File: src/rtl/isr_pkg.sv
package isr_pkg;

    typedef enum logic [2:0] {
        ST_IDLE     = 3'd0,
        ST_PUSH_LO  = 3'd1,
        ST_PUSH_HI  = 3'd2,
        ST_FETCH_LO = 3'd3,
        ST_FETCH_HI = 3'd4,
        ST_POP_LO   = 3'd5,
        ST_POP_HI   = 3'd6,
        ST_LOAD     = 3'd7
    } seq_state_e;

endpackage

File: src/rtl/isr_slot_calc.sv
module isr_slot_calc #(
    parameter int AW = 16,
    parameter int SW = 3
) (
    input  logic [SW-1:0] idx,
    output logic [AW-1:0] slot
);
    localparam logic [AW-1:0] TOP_SLOT = {{(AW-1){1'b1}}, 1'b0};

    always_comb begin
        slot = TOP_SLOT - (AW'(idx) << 1);
    end
endmodule

File: src/rtl/isr_port_drv.sv
module isr_port_drv #(
    parameter int AW = 16
) (
    input  isr_pkg::seq_state_e st,
    input  logic [AW-1:0]       sp,
    input  logic [AW-1:0]       pc,
    input  logic [AW-1:0]       slot,
    output logic [AW-1:0]       mem_addr,
    output logic                mem_we,
    output logic                mem_re,
    output logic [AW/2-1:0]     mem_wdata
);
    import isr_pkg::*;
    localparam int DW = AW / 2;
    localparam logic [AW-1:0] ONE = AW'(1);

    always_comb begin
        mem_addr  = '0;
        mem_we    = 1'b0;
        mem_re    = 1'b0;
        mem_wdata = '0;
        case (st)
            ST_PUSH_LO: begin
                mem_we    = 1'b1;
                mem_addr  = sp;
                mem_wdata = pc[DW-1:0];
            end
            ST_PUSH_HI: begin
                mem_we    = 1'b1;
                mem_addr  = sp + ONE;
                mem_wdata = pc[AW-1:DW];
            end
            ST_FETCH_LO: begin
                mem_re   = 1'b1;
                mem_addr = slot;
            end
            ST_FETCH_HI: begin
                mem_re   = 1'b1;
                mem_addr = slot + ONE;
            end
            ST_POP_LO: begin
                mem_re   = 1'b1;
                mem_addr = sp;
            end
            ST_POP_HI: begin
                mem_re   = 1'b1;
                mem_addr = sp + ONE;
            end
            default: ;
        endcase
    end
endmodule

File: src/rtl/isr_ctx_fsm.sv
module isr_ctx_fsm #(
    parameter int            AW       = 16,
    parameter logic [AW-1:0] SP_RESET = 16'h0100
) (
    input  logic                clk,
    input  logic                rst_n,
    input  logic                ack_valid,
    input  logic [AW-1:0]       ack_slot,
    input  logic                ret_irq,
    input  logic                ret_plain,
    input  logic                pc_wr,
    input  logic [AW-1:0]       pc_wdata,
    input  logic                gie_wr,
    input  logic                gie_wdata,
    input  logic [AW/2-1:0]     mem_rdata,
    output isr_pkg::seq_state_e st,
    output logic [AW-1:0]       pc,
    output logic [AW-1:0]       sp,
    output logic [AW-1:0]       slot,
    output logic                gie,
    output logic                gie_saved
);
    import isr_pkg::*;
    localparam int DW = AW / 2;
    localparam logic [AW-1:0] TWO      = AW'(2);
    localparam logic [AW-1:0] TOP_SLOT = {{(AW-1){1'b1}}, 1'b0};

    typedef struct packed {
        seq_state_e    st;
        logic [AW-1:0] pc;
        logic [AW-1:0] sp;
        logic [AW-1:0] slot;
        logic [DW-1:0] lo;
        logic          gie;
        logic          sv;
        logic          reti;
    } regs_t;

    regs_t r_d, r_q;

    always_comb begin
        r_d = r_q;
        case (r_q.st)
            ST_IDLE: begin
                if (ack_valid) begin
                    r_d.sv   = r_q.gie;
                    r_d.gie  = 1'b0;
                    r_d.slot = ack_slot;
                    r_d.st   = ST_PUSH_LO;
                end else if (ret_irq || ret_plain) begin
                    r_d.sp   = r_q.sp - TWO;
                    r_d.reti = ret_irq;
                    r_d.st   = ST_POP_LO;
                end else begin
                    if (pc_wr)  r_d.pc  = pc_wdata;
                    if (gie_wr) r_d.gie = gie_wdata;
                end
            end
            ST_PUSH_LO:  r_d.st = ST_PUSH_HI;
            ST_PUSH_HI: begin
                r_d.sp   = r_q.sp + TWO;
                r_d.reti = 1'b0;
                r_d.st   = ST_FETCH_LO;
            end
            ST_FETCH_LO: r_d.st = ST_FETCH_HI;
            ST_FETCH_HI: begin
                r_d.lo = mem_rdata;
                r_d.st = ST_LOAD;
            end
            ST_POP_LO:   r_d.st = ST_POP_HI;
            ST_POP_HI: begin
                r_d.lo = mem_rdata;
                r_d.st = ST_LOAD;
            end
            ST_LOAD: begin
                r_d.pc = {mem_rdata, r_q.lo};
                if (r_q.reti && r_q.sv) r_d.gie = 1'b1;
                r_d.reti = 1'b0;
                r_d.st   = ST_IDLE;
            end
            default: r_d.st = ST_IDLE;
        endcase
    end

    always_ff @(posedge clk or negedge rst_n) begin
        if (!rst_n) begin
            r_q.st   <= ST_FETCH_LO;
            r_q.pc   <= '0;
            r_q.sp   <= SP_RESET;
            r_q.slot <= TOP_SLOT;
            r_q.lo   <= '0;
            r_q.gie  <= 1'b0;
            r_q.sv   <= 1'b0;
            r_q.reti <= 1'b0;
        end else begin
            r_q <= r_d;
        end
    end

    assign st        = r_q.st;
    assign pc        = r_q.pc;
    assign sp        = r_q.sp;
    assign slot      = r_q.slot;
    assign gie       = r_q.gie;
    assign gie_saved = r_q.sv;
endmodule

File: src/rtl/isr_context_seq.sv
module isr_context_seq #(
    parameter int            AW       = 16,
    parameter int            SW       = 3,
    parameter logic [AW-1:0] SP_RESET = 16'h0100
) (
    input  logic            clk,
    input  logic            rst_n,
    input  logic            ack_valid,
    input  logic [SW-1:0]   ack_idx,
    input  logic            ret_irq,
    input  logic            ret_plain,
    input  logic            pc_wr,
    input  logic [AW-1:0]   pc_wdata,
    input  logic            gie_wr,
    input  logic            gie_wdata,
    output logic            busy,
    output logic [AW-1:0]   pc,
    output logic [AW-1:0]   sp,
    output logic            gie,
    output logic            gie_saved,
    output logic [AW-1:0]   mem_addr,
    output logic            mem_we,
    output logic            mem_re,
    output logic [AW/2-1:0] mem_wdata,
    input  logic [AW/2-1:0] mem_rdata
);
    import isr_pkg::*;

    seq_state_e    st;
    logic [AW-1:0] ack_slot;
    logic [AW-1:0] slot;

    isr_slot_calc #(.AW(AW), .SW(SW)) u_slot (
        .idx  (ack_idx),
        .slot (ack_slot)
    );

    isr_ctx_fsm #(.AW(AW), .SP_RESET(SP_RESET)) u_fsm (
        .clk       (clk),
        .rst_n     (rst_n),
        .ack_valid (ack_valid),
        .ack_slot  (ack_slot),
        .ret_irq   (ret_irq),
        .ret_plain (ret_plain),
        .pc_wr     (pc_wr),
        .pc_wdata  (pc_wdata),
        .gie_wr    (gie_wr),
        .gie_wdata (gie_wdata),
        .mem_rdata (mem_rdata),
        .st        (st),
        .pc        (pc),
        .sp        (sp),
        .slot      (slot),
        .gie       (gie),
        .gie_saved (gie_saved)
    );

    isr_port_drv #(.AW(AW)) u_port (
        .st        (st),
        .sp        (sp),
        .pc        (pc),
        .slot      (slot),
        .mem_addr  (mem_addr),
        .mem_we    (mem_we),
        .mem_re    (mem_re),
        .mem_wdata (mem_wdata)
    );

    assign busy = (st != ST_IDLE);
endmodule

File: config.mk
export PLATFORM = sky130hd
export DESIGN_NAME = isr_context_seq
export DESIGN_NICKNAME = d
export VERILOG_FILES = /design/src/rtl/isr_pkg.sv /design/src/rtl/isr_slot_calc.sv /design/src/rtl/isr_port_drv.sv /design/src/rtl/isr_ctx_fsm.sv /design/src/rtl/isr_context_seq.sv
export SDC_FILE = /design/constraint.sdc
export NUM_CORES = 1
export LEC_CHECK = 0
export BUFFER_PORTS_ARGS = -buffer_cell sky130_fd_sc_hd__buf_4
export CAP_MARGIN = 20
export CORE_MARGIN = 2
export CORE_UTILIZATION = 58
export CTS_BUF_LIST = sky130_fd_sc_hd__clkbuf_2 sky130_fd_sc_hd__clkbuf_4 sky130_fd_sc_hd__clkbuf_8
export DETAILED_ROUTE_END_ITERATION = 6
export PLACE_DENSITY = 0.88
export SYNTH_ARGS = -nofsm -noshare
export SYNTH_HDL_FRONTEND = slang
export SYNTH_SLANG_ARGS = --single-unit
export TNS_END_PERCENT = 50
File: constraint.sdc
create_clock -name clk -period 5.8 [get_ports clk]
set_input_delay 1.16 -clock clk [delete_from_list [all_inputs] [get_ports clk]]
set_output_delay 1.16 -clock clk [all_outputs]
set_load 0.01 [all_outputs]
==> results.txt <==
The total nets after synthesis came out at 419. The standby leakage power is 0.001859 uW. In the final design database the tool counted 469 nets. Yosys attributes the largest share of cell area to dfrtp_1 (32%), buf_4 (8.7%), nand2_1 (7.5%).

STA classifies the critical path endpoint as a flip-flop. The buffer depth of the longest clock path came out at 2. The iteration-0 DRC count of the detailed router is 278.

The post-CTS setup buffer count came out at 0. The final non-filler cell area is 0.003846 mm2. The largest fanout on the critical path came out at 16. The shortest period the worst path allows came out at about 3700 ps. The synthesized area per cell came out at 8.956 um2.

The critical path is of the flip-flop to flip-flop type. The average wire length per cell after detail routing is about 17 um. The main flop type after synthesis is dfrtp_1.

The count of unique library cells instantiated by Yosys came out at 59. The number of buffers created by CTS came out at 5. The number of flops mapped to enable cells by yosys is 0. The gate count after technology mapping came out at 368. STA puts the critical path data arrival time at between 3000 and 4000 ps. The number of hold buffers added after CTS was 0. Setup repair after global routing left no endpoint under its margin. The floorplan step defined a die boundary enclosing 0.006301 mm2.

The number of sinks on the clock net is between 40 and 50. The maximum level of the CTS H-tree is 2. The count of non-filler cells in the finished layout came out at 491.

The Yosys step of the flow raised 0 warnings. The total congestion overflow after global routing came out at 0. Across the run, the number of max-cap violations was 0. The path class of the tightest hold or removal check is flip-flop to flip-flop.

The final sum of negative setup slack is 0 ps. The count of port buffers added during placement came out at 94. The standard cell area after detailed placement came out at 0.003732 mm2. Setup violations remaining at the end of the flow were counted as 0.

The number of cells after detailed placement is 482. The flow ran to the end, and the final reports show no timing, DRC or antenna violations. The count of cells resized by post-cts repair came out at 0. The number of vias after detailed routing came out at about 2,900. The ratio of total power to cell area came out at 757.4 mW/mm2.

Across all setup checks in the final design, the least slack found is 2109 ps. The number of fill cells in the layout came out at 421. For this run, design rule violations remaining after detail routing come to 0. Of the post-synthesis cell area, the dominant cell type holds 0.3189.

At the pin with the least slew margin, the transition time is between 1000 and 1500 ps. The layout cell share with drive strength beyond 1 came out at 0.3222. The count of pins on the block boundary came out at 96. Entering global routing, the biggest net connects ~50 pins. The post-synthesis async set-or-reset flop share is 1.000.

The total length of routed wires is slightly above 8 mm. The height of the die came out at around 80 um. STA classifies the critical path startpoint as a flip-flop.

The peak supply drop is roughly 0.00046 V. The post-detailed-route via-to-cell ratio came out at 5.825. The reg2reg setup slack came out at 2110 ps. The fraction of the cycle the final worst path needs came out at 0.6363. The cell area after synthesis is 0.003296 mm2. The top cell types in the final layout, fill and taps aside, are buf_4 (95), nand2_1 (66), dfrtp_1 (42), nor2_1 (21), o21ai_0 (19).

The first-pass GRT wire length came out at 13.52 mm. The half-perimeter wire length after detailed placement is 5.691 mm. The clock tree from TritonCTS is built.

The number of slew-limit violations in the final report is 0. At the end of routability-driven placement, the weighted congestion stood at 0.8964. The repair_antennas step left the layout with diodes totalling 0.

Of all cell types, the one taking the most synthesized area is dfrtp_1. The tree is rooted in a clkbuf_8. The worst setup path startpoint is u_fsm.st[1]. The number of iterations in the first detailed-routing pass is 5.

For the final database, setup skew stands at 10.50 ps. At the placement stage, the worst setup path has a slack of 2265 ps. The area of the placeable core came out at between 0.005 and 0.006 mm2. The number of hold-slack violations in the final timing report came out at 0.

The startpoint of the most critical register-to-register path is u_fsm.st[1]. The number of antenna violations at the first check in global routing is 0. The clock transition time at the flip-flop clock pins of the worst setup and hold paths is about 90 ps.

The library cell used most frequently in the layout, excluding fill and tap cells, is buf_4. The register bit count reported by yosys is 48. The highest clock frequency the design can meet came out at between 200 and 300 MHz. The share of the yosys chip area belonging to registers is 0.3667.

The clock latency of the later-clocked register in the worst-skew pair came out at approximately 300 ps. The number of global-route vias before repair came out at around 2,800. Measured along the x axis, the die boundary spans 79.38 um.

The site row count came out at 27. The all-layer global routing usage came out at 0.2728. The worst path required time came out at between 5000 and 6000 ps. Relative to the synthesized area, the layout overhead comes to 16.70%. The hold slack is 509.6 ps.

The remaining max-slew budget at the tightest pin came out at 0.2626. The initial utilization of the core area, before any placement, comes to 0.5985. In this run the most critical hold path is launched from u_fsm.sp[15].

The count of antenna-violating nets left after detailed routing is 0.
synthesized netlist by cell type (3+ instances only):
| master | count |
|---|---|
| a22oi_1 | 10 |
| ha_1 | 15 |
| o21ai_0 | 19 |
| dfstp_2 | 6 |
| a21o_1 | 8 |
| nand2_1 | 66 |
| a22o_1 | 3 |
| a21oi_1 | 15 |
| nor3_1 | 4 |
| nor2_1 | 21 |
| buf_2 | 10 |
| xor2_1 | 7 |
| o21ai_1 | 13 |
| xnor2_1 | 5 |
| dfrtp_1 | 42 |
| and3_1 | 3 |
| nor2b_1 | 3 |
| buf_4 | 38 |
| mux2i_1 | 16 |
| inv_1 | 8 |
| mux2_2 | 9 |
through the flow:
stage                     total power (uW)    util
final                                 2913  0.6985
after global routing                  3157  0.6985
after CTS                             2879  0.6958
after detailed placement              2638  0.6778
after global placement                2556  0.6778
after floorplan                       2155       -
registers in the layout (all words and copies together) (netlist names):
register,cells
u_fsm.sp,15
u_fsm.st,3
u_fsm.pc,16
u_fsm.r_q,9
u_fsm.gie_saved,1
u_fsm.slot,3
u_fsm.gie,1
kinds of logic after synthesis:
kind of cell             share of synthesized area
AO/OA/AOI/OAI                               0.1868
XOR/XNOR                                   0.03189
adder cells (fa/ha/maj)                    0.06302
buffers and inverters                       0.1215
flip-flops                                  0.3667
multiplexers                               0.07935
other                                     0.001138
AND/OR/NAND/NOR                             0.1496
path summary, 6_finish.rpt:
| check | endpoint | cells past startpoint |
|---|---|---|
| setup / recovery | u_fsm.sp[15] | 10 |
| max in group asynchronous | u_fsm.pc[10] | 1 |
| hold reg to reg | u_fsm.sp[15] | 1 |
| hold / removal | u_fsm.sp[15] | 1 |
| setup reg to reg | u_fsm.sp[15] | 10 |
| min in group asynchronous | u_fsm.gie_saved | 1 |
layout make-up:
class                   instances  area, um2  area share
flip-flops and latches         48       1209      0.3142
inverters                       8      30.03    0.007807
clock inverters                 1      8.758    0.002277
well taps                      72      90.09     0.02342
multi-input cells             259       1690      0.4395
repair buffers                 96      728.2      0.1893
clock buffers                   7      90.09     0.02342
power breakdown:
group / switching [uW] / internal, uW / total (uW)
Combinational: 1090 / 900 / 1990
Clock: 114 / 103 / 216
Sequential: 186 / 522 / 708
critical path, stage by stage (launching register included):
cell and delay [ps]:
dfstp_2 660, nor2b_1 640, and2b_4 310, inv_1 260
ha_1 510, a211oi_1 270, nor2_1 110, o21ai_0 340
o221a_1 240, o21ai_1 70, xor2_1 160
metal layers:
metal  share of wire  up-vias  wire length (um)  global-route usage
li1                -     1338                 -                   -
met1            0.41     1375              3318              0.3449
met2            0.50      125              4099              0.4686
met3           0.066       22               533             0.04751
met4           0.020        0               165              0.1017
met5               0        -                 0                   0
Note: power is estimated with default switching activity, not from simulation.
